`config.mk`:
```
export PLATFORM = sky130hd
export DESIGN_NAME = baud_div_gen
export DESIGN_NICKNAME = d
export VERILOG_FILES = /design/src/rtl/baud_div_pkg.sv /design/src/rtl/baud_div_regs.sv /design/src/rtl/baud_div_counter.sv /design/src/rtl/baud_div_gen.sv
export SDC_FILE = /design/constraint.sdc
export NUM_CORES = 1
export LEC_CHECK = 0
export BUFFER_PORTS_ARGS = -buffer_cell sky130_fd_sc_hd__buf_2
export CORE_UTILIZATION = 50
export DETAILED_ROUTE_END_ITERATION = 10
export PLACE_DENSITY = 0.7
export SETUP_SLACK_MARGIN = 0.15
export SLEW_MARGIN = 25
export SYNTH_ARGS = -nofsm -noshare
export SYNTH_HDL_FRONTEND = slang
export SYNTH_SLANG_ARGS = --single-unit
```
`constraint.sdc`:
```
create_clock -name clk -period 9.7 [get_ports clk]
set_clock_uncertainty 0.1 [all_clocks]
set_input_delay 1.455 -clock clk [delete_from_list [all_inputs] [get_ports clk]]
set_output_delay 1.455 -clock clk [all_outputs]
set_load 0.005 [all_outputs]
```
`src/rtl/baud_div_pkg.sv`:
```
// Package: shared offsets and widths for the baud divisor generator.
// Assumes a byte-wide register port and a divisor of two bytes.
package baud_div_pkg;
    localparam int unsigned OFF_DIV_LO   = 0;  // low divisor byte (gated)
    localparam int unsigned OFF_DIV_HI   = 1;  // high divisor byte (gated)
    localparam int unsigned OFF_LINE_CTL = 3;  // holds the access bit in its MSB
    localparam int unsigned DIV_BYTES    = 2;
endpackage

```
`src/rtl/baud_div_regs.sv`:
```
// Module: baud_div_regs
// Holds the divisor-access bit and the two divisor bytes. Emits a one-cycle
// reload pulse, registered, after any accepted divisor byte write.
// Assumes writes are single-cycle strobes; reads are combinational.
module baud_div_regs
    import baud_div_pkg::*;
#(
    parameter int unsigned BYTE_W = 8,
    parameter int unsigned ADDR_W = 3,
    localparam int unsigned DIV_W = BYTE_W * DIV_BYTES
) (
    input  logic              clk,
    input  logic              rst_n,
    input  logic              wr_en,
    input  logic [ADDR_W-1:0] addr,
    input  logic [BYTE_W-1:0] wdata,
    output logic [BYTE_W-1:0] rdata,
    output logic [DIV_W-1:0]  divisor,
    output logic              reload
);
    localparam logic [ADDR_W-1:0] A_LO  = ADDR_W'(OFF_DIV_LO);
    localparam logic [ADDR_W-1:0] A_HI  = ADDR_W'(OFF_DIV_HI);
    localparam logic [ADDR_W-1:0] A_LCR = ADDR_W'(OFF_LINE_CTL);

    logic              access_q;
    logic [BYTE_W-1:0] byte_q [DIV_BYTES];
    logic              hit_div;

    // Decode: is this a write that lands on a divisor byte?
    always_comb begin
        hit_div = wr_en && access_q && ((addr == A_LO) || (addr == A_HI));
    end

    // Access bit storage, written through the line control offset.
    always_ff @(posedge clk) begin
        if (!rst_n) begin
            access_q <= 1'b0;
        end else if (wr_en && addr == A_LCR) begin
            access_q <= wdata[BYTE_W-1];
        end
    end

    // One storage byte per divisor slice, selected by offset.
    for (genvar b = 0; b < DIV_BYTES; b++) begin : g_byte
        always_ff @(posedge clk) begin
            if (!rst_n) begin
                byte_q[b] <= '0;
            end else if (hit_div && addr == ADDR_W'(OFF_DIV_LO + b)) begin
                byte_q[b] <= wdata;
            end
        end
        assign divisor[b*BYTE_W +: BYTE_W] = byte_q[b];
    end

    // Reload pulse trails the accepted write by one edge.
    always_ff @(posedge clk) begin
        if (!rst_n) begin
            reload <= 1'b0;
        end else begin
            reload <= hit_div;
        end
    end

    // Read mux: divisor bytes only while access is set.
    always_comb begin
        rdata = '0;
        if (addr == A_LCR) begin
            rdata[BYTE_W-1] = access_q;
        end else if (access_q && addr == A_LO) begin
            rdata = byte_q[0];
        end else if (access_q && addr == A_HI) begin
            rdata = byte_q[1];
        end
    end

    // a locked write must not move the divisor.
    assert_locked_write_R4: assert property (@(posedge clk) disable iff (!rst_n)
        (wr_en && !access_q && (addr == A_LO || addr == A_HI)) |=> (divisor == $past(divisor)));

    // the access bit follows the data MSB written to the control offset.
    assert_access_bit_R2: assert property (@(posedge clk) disable iff (!rst_n)
        (wr_en && addr == A_LCR) |=> (access_q == $past(wdata[BYTE_W-1])));

    // an accepted write is followed by a reload pulse.
    assert_reload_follows_R3: assert property (@(posedge clk) disable iff (!rst_n)
        (wr_en && access_q && (addr == A_LO || addr == A_HI)) |=> reload);
endmodule

```
`src/rtl/baud_div_counter.sv`:
```
// Module: baud_div_counter
// Down-counter that raises a one-cycle tick every DIVISOR reference cycles.
// A reload pulse restarts the count from the current divisor; zero stops it.
module baud_div_counter #(
    parameter int unsigned DIV_W = 16
) (
    input  logic             clk,
    input  logic             rst_n,
    input  logic [DIV_W-1:0] divisor,
    input  logic             reload,
    output logic             tick
);
    logic [DIV_W-1:0] cnt_q;
    logic             div_zero;

    // Flag the stopped state.
    always_comb begin
        div_zero = (divisor == '0);
    end

    // Count down, restarting on reload or on the tick.
    always_ff @(posedge clk) begin
        if (!rst_n) begin
            cnt_q <= '0;
        end else if (div_zero) begin
            cnt_q <= '0;
        end else if (reload || cnt_q == '0) begin
            cnt_q <= divisor - 1'b1;
        end else begin
            cnt_q <= cnt_q - 1'b1;
        end
    end

    // Tick on terminal count, held off in the reload cycle.
    always_comb begin
        tick = !reload && !div_zero && (cnt_q == '0);
    end

    assert_no_tick_zero_R6: assert property (@(posedge clk) disable iff (!rst_n)
        (divisor == '0) |-> !tick);

    assert_reload_quiet_R8: assert property (@(posedge clk) disable iff (!rst_n)
        (reload && divisor > 1) |=> !tick);

    assert_single_pulse_R9: assert property (@(posedge clk) disable iff (!rst_n)
        (tick && divisor > 1) |=> !tick);

    assert_every_cycle_R7: assert property (@(posedge clk) disable iff (!rst_n)
        (divisor == 1 && !reload) |=> (tick || reload));
endmodule

```
`src/rtl/baud_div_gen.sv`:
```
// Module: baud_div_gen (top)
// Register-programmed baud divisor producing a 16x oversampling enable.
// Assumes one reference clock domain and a synchronous active-low reset.
module baud_div_gen
    import baud_div_pkg::*;
#(
    parameter int unsigned BYTE_W = 8,
    parameter int unsigned ADDR_W = 3,
    localparam int unsigned DIV_W = BYTE_W * DIV_BYTES
) (
    input  logic              clk,
    input  logic              rst_n,
    input  logic              reg_wr,
    input  logic [ADDR_W-1:0] reg_addr,
    input  logic [BYTE_W-1:0] reg_wdata,
    output logic [BYTE_W-1:0] reg_rdata,
    output logic              tick_16x
);
    logic [DIV_W-1:0] divisor;
    logic             reload;

    baud_div_regs #(.BYTE_W(BYTE_W), .ADDR_W(ADDR_W)) u_regs (
        .clk     (clk),
        .rst_n   (rst_n),
        .wr_en   (reg_wr),
        .addr    (reg_addr),
        .wdata   (reg_wdata),
        .rdata   (reg_rdata),
        .divisor (divisor),
        .reload  (reload)
    );

    baud_div_counter #(.DIV_W(DIV_W)) u_cnt (
        .clk     (clk),
        .rst_n   (rst_n),
        .divisor (divisor),
        .reload  (reload),
        .tick    (tick_16x)
    );

    // the cycle after reset is applied, no tick.
    assert_reset_quiet_R1: assert property (@(posedge clk)
        !rst_n |=> !tick_16x);
endmodule

```
==> flow_summary_export.csv, run 1 <==
group,metric,value,unit
run_status,status,"completed",
floorplan,rows,22,
cells_and_area,ff_latch_area,841,um^2
worst_setup_path,r2r_cells,11,
pwr,p_per_area,286,mW/mm^2
sta,slew_viol_final,0,
grt,overflow,0,
yosys,yosysWarnings,0,
yosys,yosys.area.top_type_share,24.2,%
cells_and_area,fill_cells,342,
cells_and_area,multi_input_area,0.00108,mm^2
grt,antenna_found_initial,0,
route,ant_nets,0,
route,routed_wl,4320,um
grt,grt_usage,23.2,%
yosys,synth_commonest_cells,"nor2_1 (25), dfxtp_1 (18), edfxtp_1 (16), mux2i_1 (16)",
floorplan,die_y,65.0,um
yosys,synth_area_leader_cell,"edfxtp_1",
pwr,p_leak,0.869,nW
yosys,avgSynthCellArea,10.3,um^2
sta,period_share,41.4,%
sta,max_freq,0.249,GHz
cells_and_area,drive_gt1_share,21.9,%
route,viasPerCell,5.95,
route,drc,0,
worst_setup_path,path_max_fanout,5,
clock_tree,ctsResizeCount,0,
route,drt_iter0_markers,60,
yosys,synth-seq-cells,34,
worst_setup_path,worstSetupPathType,"reg -> out",
floorplan,ios,23,
hold_path,min_path_cells,2,
yosys,synth_nets,208,
clock_tree,clkTransAtPathRegs,0.08,ns
sta,fin_crit,4.02,ns
worst_setup_path,crit_path_end_kind,"primary output",
clock_tree,root_buffer,"clkbuf_8",
yosys,synth_edf_count,16,
grt,first_global_vias,1502,
yosys,yosysSeqAreaShare,42.3,%
clock_tree,cts_buffers,5,
yosys,synth_cell_type_count,54,
grt,grt_pass1_wl,7260,um
route,num_vias,1565,
floorplan,start_util,53.1,%
clock_tree,clock_latency,0.30,ns
grt,grt_max_degree,22,
cells_and_area,antennaDiodeCount,0,
cells_and_area,areaGrowthSynthToFinish,11.3,%
cells_and_area,nets,229,
pwr,power,0.633,mW
yosys,synth_most_common_cell,"nor2_1",
clock_tree,cts.path.max_buffers,2,
flow_run,drv_cap,0,
floorplan,core_area,0.00374,mm^2
clock_tree,cts_max_level,2,
floorplan,die_x,65.0,um
yosys,syn_area,0.00199,mm^2
placed_design,io_buffers,22,
route,wire_per_inst,16.4,um
placed_design,dpl.hpwl,3250,um
worst_setup_path,start_kind,"register",
sta,hold_viol,0,
floorplan,die-area,0.00423,mm^2
yosys,async_reset_ff_share,0,%
clock_tree,cts_hold_buf,0,
worst_setup_path,arrival,2.46,ns
sta,setup_viol,0,
sta,grt_setup_unrepaired,"no",
placed_design,place_congestion,0.886,
yosys,synthFlopType,"dfxtp_1",
sta,worst_pin_slew,0.908,ns
sta,relSlewSlack,39.5,%
hold_path,hp-class,"reg -> reg",
clock_tree,post_cts_buffers,0,
sta,tns,0,ns
clock_tree,cts_tree,"yes",
pwr,vdd_ir_drop_max,114,uV
worst_setup_path,cp.required,8.15,ns
yosys,synth_area_leaders,"edfxtp_1 (24%), dfxtp_1 (18%), mux2i_1 (8.1%)",
clock_tree,cts.sinks,34,
route,drt_first_pass_iters,4,
yosys,syn-instance-count,193,
==> registers in the layout, summed over array words and instances, names as in the netlist <==
name,cells
u_cnt.cnt_q,16
u_regs.access_q,1
u_regs.byte_q,16
u_regs.reload,1
==> cell type report <==
class	count	area share (%)
well taps	48	2.71
clock buffers	5	3.11
multi-input cells	150	49.0
flip-flops and latches	34	38.0
clock inverters	3	2.04
inverters	1	0.170
repair buffers	22	4.98
==> logic make-up (layout without fill, tap and decap cells) <==
| family | count (synthesis) | in the layout | share of synthesized area (%) |
|---|---|---|---|
| buffers and inverters | 9 | 31 | 3.15 |
| XOR/XNOR | 13 | 13 | 5.73 |
| flip-flops | 34 | 34 | 42.3 |
| AND/OR/NAND/NOR | 91 | 91 | 27.6 |
| AO/OA/AOI/OAI | 27 | 27 | 11.4 |
| adder cells (fa/ha/maj) | 1 | 1 | 0.630 |
| multiplexers | 18 | 18 | 9.19 |
==> metal layers <==
metal / GRT usage [%] / part of all wire [%] / vias to the layer above
met5: 0 / 0 / -
met3: 5.46 / 4.5 / 9
li1: - / - / 759
met2: 38.8 / 47 / 49
met1: 28.3 / 46 / 748
met4: 10.3 / 2.0 / 0
==> power by group <==
| part | internal, mW | total [mW] | switching, mW |
|---|---|---|---|
| logic | 0.137 | 0.292 | 0.156 |
| registers | 0.179 | 0.207 | 0.0279 |
| clock network | 0.0764 | 0.134 | 0.0573 |
==> critical path: stages, from the launching register on <==
cell and delay [ns]:
edfxtp_1 0.49, nor4_1 0.57, nand3_1 0.20, nor4_1 0.62
nor4b_1 0.12, buf_2 0.16
==> placed cells by master, fill, tap and decap left out, types with 6 or more instances in the layout <==
| master | synthesis | layout |
|---|---|---|
| and2_1 | 8 | 8 |
| nor2_1 | 25 | 25 |
| mux2i_1 | 16 | 16 |
| dfxtp_1 | 18 | 18 |
| xor2_1 | 7 | 7 |
| buf_2 | 1 | 22 |
| nor4_1 | 6 | 6 |
| xnor2_1 | 6 | 6 |
| nor3_1 | 9 | 9 |
| and3_1 | 9 | 9 |
| or3_1 | 6 | 6 |
| edfxtp_1 | 16 | 16 |
==> path summary, 6_finish.rpt <==
kind | startpoint | slack, ns | end
max reg2reg | u_cnt.cnt_q[14]$_SDFF_PP0_ | 5.88 | u_cnt.cnt_q[12]$_SDFF_PP0_
min | u_cnt.cnt_q[7]$_SDFF_PP0_ | 0.41 | u_cnt.cnt_q[7]$_SDFF_PP0_
min reg2reg | u_cnt.cnt_q[7]$_SDFF_PP0_ | 0.41 | u_cnt.cnt_q[7]$_SDFF_PP0_
max | u_regs.byte_q[0][3]$_SDFFCE_PN0P_ | 5.68 | tick_16x
==> stage by stage <==
stage / util [%] / cells / area (um^2) / setup slack (ns) / hold slack [ns]
2_1_floorplan: - / 193 / 1990 / 5.83 / 0.359
3_3_place_gp: 56.0 / 255 / 2100 / 5.76 / 0.383
3_5_place_dp: 56.0 / 255 / 2100 / 5.74 / 0.401
4_1_cts: 59.1 / 263 / 2210 / 5.73 / 0.412
5_1_grt: 59.1 / 263 / 2210 / 5.52 / 0.423
6_report: 59.1 / 263 / 2210 / 5.68 / 0.415
No activity file was read; power rests on OpenSTA's default activity.
==> run 2, diff against run 1 <==
--- a/config.mk
+++ b/config.mk
@@ -8,7 +8,7 @@
 export BUFFER_PORTS_ARGS = -buffer_cell sky130_fd_sc_hd__buf_2
 export CORE_UTILIZATION = 50
 export DETAILED_ROUTE_END_ITERATION = 10
-export PLACE_DENSITY = 0.7
+export PLACE_DENSITY = 0.73
 export SETUP_SLACK_MARGIN = 0.15
 export SLEW_MARGIN = 25
 export SYNTH_ARGS = -nofsm -noshare
==> constraint.sdc (replaced) <==
create_clock -name clk -period 3.35 [get_ports clk]
set_clock_uncertainty 0.1 [all_clocks]
set_input_delay 0.5025 -clock clk [delete_from_list [all_inputs] [get_ports clk]]
set_output_delay 0.5025 -clock clk [all_outputs]
set_load 0.005 [all_outputs]
==> flow_summary_export.csv, run 2 (synthesis results as in run 1) <==
group,metric,value,unit
pwr,power,2.04,mW
pwr,p_per_area,865,mW/mm^2
worst_setup_path,crit_path_end_kind,"register",
floorplan,ios,23,
floorplan,die-area,0.00423,mm^2
sta,fin_crit,3.27,ns
sta,relSlewSlack,34.5,%
cells_and_area,fill_cells,326,
route,viasPerCell,5.85,
cells_and_area,layout_common_cells,"nor2_1 (24), buf_2 (22), dfxtp_1 (16), edfxtp_1 (16), buf_4 (15)",
run_status,status,"completed",
route,drt_first_pass_iters,4,
placed_design,placed_area,0.00219,mm^2
sta,setup_viol,0,
worst_setup_path,r2r-start,"u_cnt.cnt_q[1]$_SDFF_PP0_",
sta,hold_viol,0,
route,drt_iter0_markers,99,
clock_tree,cts_tree,"yes",
sta,grt_setup_unrepaired,"yes",
route,wire_per_inst,16.8,um
sta,max_freq,0.305,GHz
placed_design,place_congestion,0.975,
grt,grt_pass1_wl,7730,um
grt,antenna_found_initial,0,
hold_path,hold_end,"u_regs.byte_q[0][2]$_SDFFCE_PN0P_",
grt,first_global_vias,1618,
worst_setup_path,start_kind,"register",
clock_tree,clkTransAtPathRegs,0.07,ns
grt,overflow,0,
route,met2_length,2310,um
clock_tree,cts.path.max_buffers,2,
cells_and_area,largestRegisters,"u_cnt.cnt_q x16, u_regs.byte_q x16",
cells_and_area,layout_commonest_cell,"nor2_1",
floorplan,rows,22,
hold_path,min-delay-start,"reg_wdata[2]",
worst_setup_path,worstSetupPathType,"reg -> reg",
cells_and_area,areaGrowthSynthToFinish,18.5,%
sta,period_share,97.7,%
worst_setup_path,r2r_end,"u_cnt.cnt_q[14]$_SDFF_PP0_",
worst_setup_path,crit_start,"u_cnt.cnt_q[1]$_SDFF_PP0_",
cells_and_area,fin_area,0.00235,mm^2
sta,worst_pin_slew,0.982,ns
worst_setup_path,critPathBufInv,0,
cells_and_area,postLayoutCoreUtil,62.9,%
sta,hold_ws,0.407,ns
route,routedLengthMet1,2050,um
sta,slew_viol_final,0,
floorplan,die_x,65.0,um
worst_setup_path,cp.required,3.40,ns
route,routed_wl,4680,um
hold_path,hp-class,"in -> reg",
worst_setup_path,arrival,3.32,ns
route,wl_met3,233,um
worst_setup_path,path_max_fanout,5,
hold_path,min_path_cells,2,
placed_design,dpl.hpwl,3430,um
grt,grt_max_degree,22,
floorplan,die_y,65.0,um
worst_setup_path,crit_family,"simple AND/OR/NAND/NOR gates",
worst_setup_path,cpPeakStageDelay,0.57,ns
sta,tns,0,ns
worst_setup_path,r2r_slack,0.08,ns
clock_tree,cts.sinks,34,
cells_and_area,antennaDiodeCount,0,
clock_tree,clock_latency,0.29,ns
worst_setup_path,slowest_stage,"or4_4",
cells_and_area,drive_gt1_share,30.9,%
pwr,vdd_ir_drop_max,333,uV
pwr,p_leak,0.947,nW
clock_tree,root_buffer,"clkbuf_8",
route,top_layer_used,"met4",
grt,grt_usage,24.5,%
flow_run,drv_cap,0,
clock_tree,cts_buffers,5,
route,num_vias,1625,
worst_setup_path,crit_chain,"or4_4 -> nor2_4 -> a21o_4 -> mux2i_2 -> ha_2 -> or3b_4 -> or3_4 -> o21ai_4 -> a31oi_4 -> nor3_2 -> nor3b_2",
worst_setup_path,r2r_cells,11,
floorplan,start_util,53.1,%
floorplan,core_area,0.00374,mm^2
cells_and_area,nets,244,
placed_design,io_buffers,22,
route,drc,0,
route,ant_nets,0,
clock_tree,cts_max_level,2,
-- run 2: cell type report --
cell class	instances	area, um^2	share of cell area [%]
Multi-Input combinational cell	150	1140	48.6
Tap cell	48	60.1	2.55
Sequential cell	34	843	35.8
Timing Repair Buffer	37	223	9.46
Clock buffer	6	72.6	3.08
Inverter	1	3.75	0.159
Clock inverter	2	8.76	0.372
-- run 2: per-layer routing --
| metal | track usage [%] | up-vias |
|---|---|---|
| li1 | - | 794 |
| met1 | 29.7 | 770 |
| met4 | 9.24 | 0 |
| met2 | 41.4 | 51 |
| met3 | 6.34 | 10 |
| met5 | 0 | - |
-- run 2: through the flow --
step	instances	setup slack [ns]
2_1_floorplan	193	-0.0839
3_3_place_gp	262	0.0759
3_5_place_dp	262	-0.0169
4_1_cts	274	0.0877
5_1_grt	278	-0.0286
6_report	278	0.0755
-- run 2: worst max path at each step --
stage | to | slack [ns] | depth (start not counted)
after detailed placement | u_cnt.cnt_q[14]$_SDFF_PP0_ | -0.02 | 11
after global placement | u_cnt.cnt_q[12]$_SDFF_PP0_ | 0.08 | 11
after floorplan | u_cnt.cnt_q[12]$_SDFF_PP0_ | -0.08 | 12
after global routing | u_cnt.cnt_q[12]$_SDFF_PP0_ | -0.03 | 11
after CTS | u_cnt.cnt_q[12]$_SDFF_PP0_ | 0.09 | 11
final | u_cnt.cnt_q[14]$_SDFF_PP0_ | 0.08 | 11
-- run 2: repair_timing --
| action | in CTS | in global routing |
|---|---|---|
| setup buffers | 4 | 4 |
| gates resized for setup | 4 | 3 |
| hold buffers | 0 | 0 |
| endpoints found under the hold margin | 0 | 0 |
| pin swaps | 4 | 2 |
| endpoints found under the setup margin | 4 | 4 |
-- run 2: worst reg2reg max path, cell delays in order, from the launching register on --
cell     delay [ns]
dfxtp_1        0.35
or4_4          0.57
nor2_4         0.14
a21o_4         0.16
mux2i_2        0.24
ha_2           0.22
or3b_4         0.38
or3_4          0.37
o21ai_4        0.19
a31oi_4        0.14
nor3_2         0.22
nor3b_2        0.06
-- run 2: power breakdown --
| part | internal [mW] | total (mW) | switching, mW |
|---|---|---|---|
| combinational | 0.586 | 1.14 | 0.555 |
| clock | 0.143 | 0.289 | 0.146 |
| sequential | 0.522 | 0.607 | 0.0854 |
==> run 3, diff against run 2 <==
--- a/config.mk
+++ b/config.mk
@@ -7,8 +7,10 @@
 export LEC_CHECK = 0
 export BUFFER_PORTS_ARGS = -buffer_cell sky130_fd_sc_hd__buf_2
 export CORE_UTILIZATION = 50
+export CTS_CLUSTER_DIAMETER = 60
 export DETAILED_ROUTE_END_ITERATION = 10
 export PLACE_DENSITY = 0.73
+export REMOVE_ABC_BUFFERS = 1
 export SETUP_SLACK_MARGIN = 0.15
 export SLEW_MARGIN = 25
 export SYNTH_ARGS = -nofsm -noshare
==> flow_summary_export.csv, run 3 (synthesis results as in run 1) <==
group,metric,value,unit
cells_and_area,antennaDiodeCount,0,
sta,setup_viol,0,
pwr,p_leak,0.947,nW
grt,first_global_vias,1655,
clock_tree,cts_max_level,2,
cells_and_area,layout_commonest_cell,"nor2_1",
cells_and_area,drive_gt1_share,30.0,%
clock_tree,clock_latency,0.29,ns
clock_tree,cts_buffers,5,
placed_design,placed_area,0.00219,mm^2
sta,period_share,97.5,%
placed_design,place_congestion,0.926,
pwr,p_per_area,858,mW/mm^2
sta,worst_pin_slew,0.947,ns
pwr,power,2.02,mW
run_status,status,"completed",
clock_tree,cts_hold_buf,0,
grt,grt_usage,24.3,%
grt,grt_max_degree,22,
floorplan,start_util,53.1,%
cells_and_area,fin_area,0.00236,mm^2
floorplan,ios,23,
grt,overflow,0,
cells_and_area,nets,244,
placed_design,io_buffers,22,
worst_setup_path,crit_path_end_kind,"register",
placed_design,dp.cells,267,
flow_run,drv_cap,0,
worst_setup_path,path_max_fanout,4,
cells_and_area,postLayoutCoreUtil,62.9,%
clock_tree,root_buffer,"clkbuf_8",
sta,hold_viol,0,
clock_tree,cts.path.max_buffers,2,
route,routed_wl,4500,um
clock_tree,cts.sinks,34,
cells_and_area,largestRegisters,"u_cnt.cnt_q x16, u_regs.byte_q x16",
hold_path,hp-class,"in -> reg",
route,drt_iter0_markers,99,
route,num_vias,1623,
sta,max_freq,0.306,GHz
cells_and_area,layout_common_cells,"nor2_1 (24), buf_2 (22), dfxtp_1 (17)",
sta,grt_setup_unrepaired,"yes",
worst_setup_path,cp.required,3.45,ns
cells_and_area,final_cells,278,
sta,relSlewSlack,36.8,%
floorplan,die-area,0.00423,mm^2
floorplan,rows,22,
clock_tree,cts_tree,"yes",
floorplan,core_area,0.00374,mm^2
worst_setup_path,arrival,3.36,ns
grt,antenna_found_initial,0,
sta,tns,0,ns
route,wire_per_inst,16.2,um
floorplan,die_x,65.0,um
floorplan,die_y,65.0,um
cells_and_area,areaGrowthSynthToFinish,18.6,%
placed_design,dpl.hpwl,3240,um
sta,fin_crit,3.27,ns
sta,slew_viol_final,0,
route,viasPerCell,5.84,
worst_setup_path,worstSetupPathType,"reg -> reg",
clock_tree,clkTransAtPathRegs,0.07,ns
route,drc,0,
worst_setup_path,start_kind,"register",
grt,grt_pass1_wl,7690,um
route,ant_nets,0,
route,drt_first_pass_iters,4,
pwr,vdd_ir_drop_max,303,uV
## run 3: final timing paths
check                                  start                           endpoint  slack [ns]  depth (start not counted)
setup reg to reg  u_cnt.cnt_q[11]$_SDFF_PP0_          u_cnt.cnt_q[8]$_SDFF_PP0_        0.08                         11
hold reg to reg    u_cnt.cnt_q[7]$_SDFF_PP0_          u_cnt.cnt_q[7]$_SDFF_PP0_        0.42                          2
setup / recovery  u_cnt.cnt_q[11]$_SDFF_PP0_          u_cnt.cnt_q[8]$_SDFF_PP0_        0.08                         11
hold / removal                  reg_wdata[5]  u_regs.byte_q[0][5]$_SDFFCE_PN0P_        0.40                          2
## run 3: per-layer routing
metal | routed length, um | GRT usage (%) | part of all wire, %
met2 | 2220 | 41.1 | 49
met4 | 81 | 11.4 | 1.8
met3 | 240 | 7.57 | 5.3
met5 | 0 | 0 | 0
met1 | 1950 | 27.8 | 43
## run 3: area by class of cell
class | instances | area, um^2
Timing Repair Buffer | 37 | 223
Inverter | 1 | 3.75
Clock inverter | 3 | 11.3
Sequential cell | 34 | 842
Tap cell | 48 | 60.1
Clock buffer | 5 | 68.8
Fill cell | 347 | 1390
Multi-Input combinational cell | 150 | 1150
## run 3: critical path, cell delays in order, from the launching register on
cell and delay, ns:
dfxtp_2 0.32, or4_4 0.56, nor3_4 0.16, a21o_4 0.19, mux2i_4 0.23, ha_2 0.20
or3b_4 0.38, or3_4 0.38, o21ai_4 0.18, xor2_1 0.18, nor2_1 0.06, a211oi_1 0.25
## run 3: timing repair
item / 4_1_cts / 5_1_grt
pin swaps: 11 / 8
gates resized for setup: 13 / 3
buffers inserted: 3 / 0
setup endpoints to repair: 3 / 6
## run 3: through the flow
stage | hold WS (ns) | setup WS (ns)
after global routing | 0.409 | -0.0136
after floorplan | 0.359 | -0.108
final | 0.403 | 0.0826
after detailed placement | 0.401 | -0.00568
after CTS | 0.397 | 0.0632
after global placement | 0.379 | 0.0728
## run 3: power breakdown
part / leakage (nW) / switching [mW] / internal (mW)
combinational: 0.593 / 0.569 / 0.581
clock: 0.0407 / 0.146 / 0.139
sequential: 0.313 / 0.0674 / 0.521
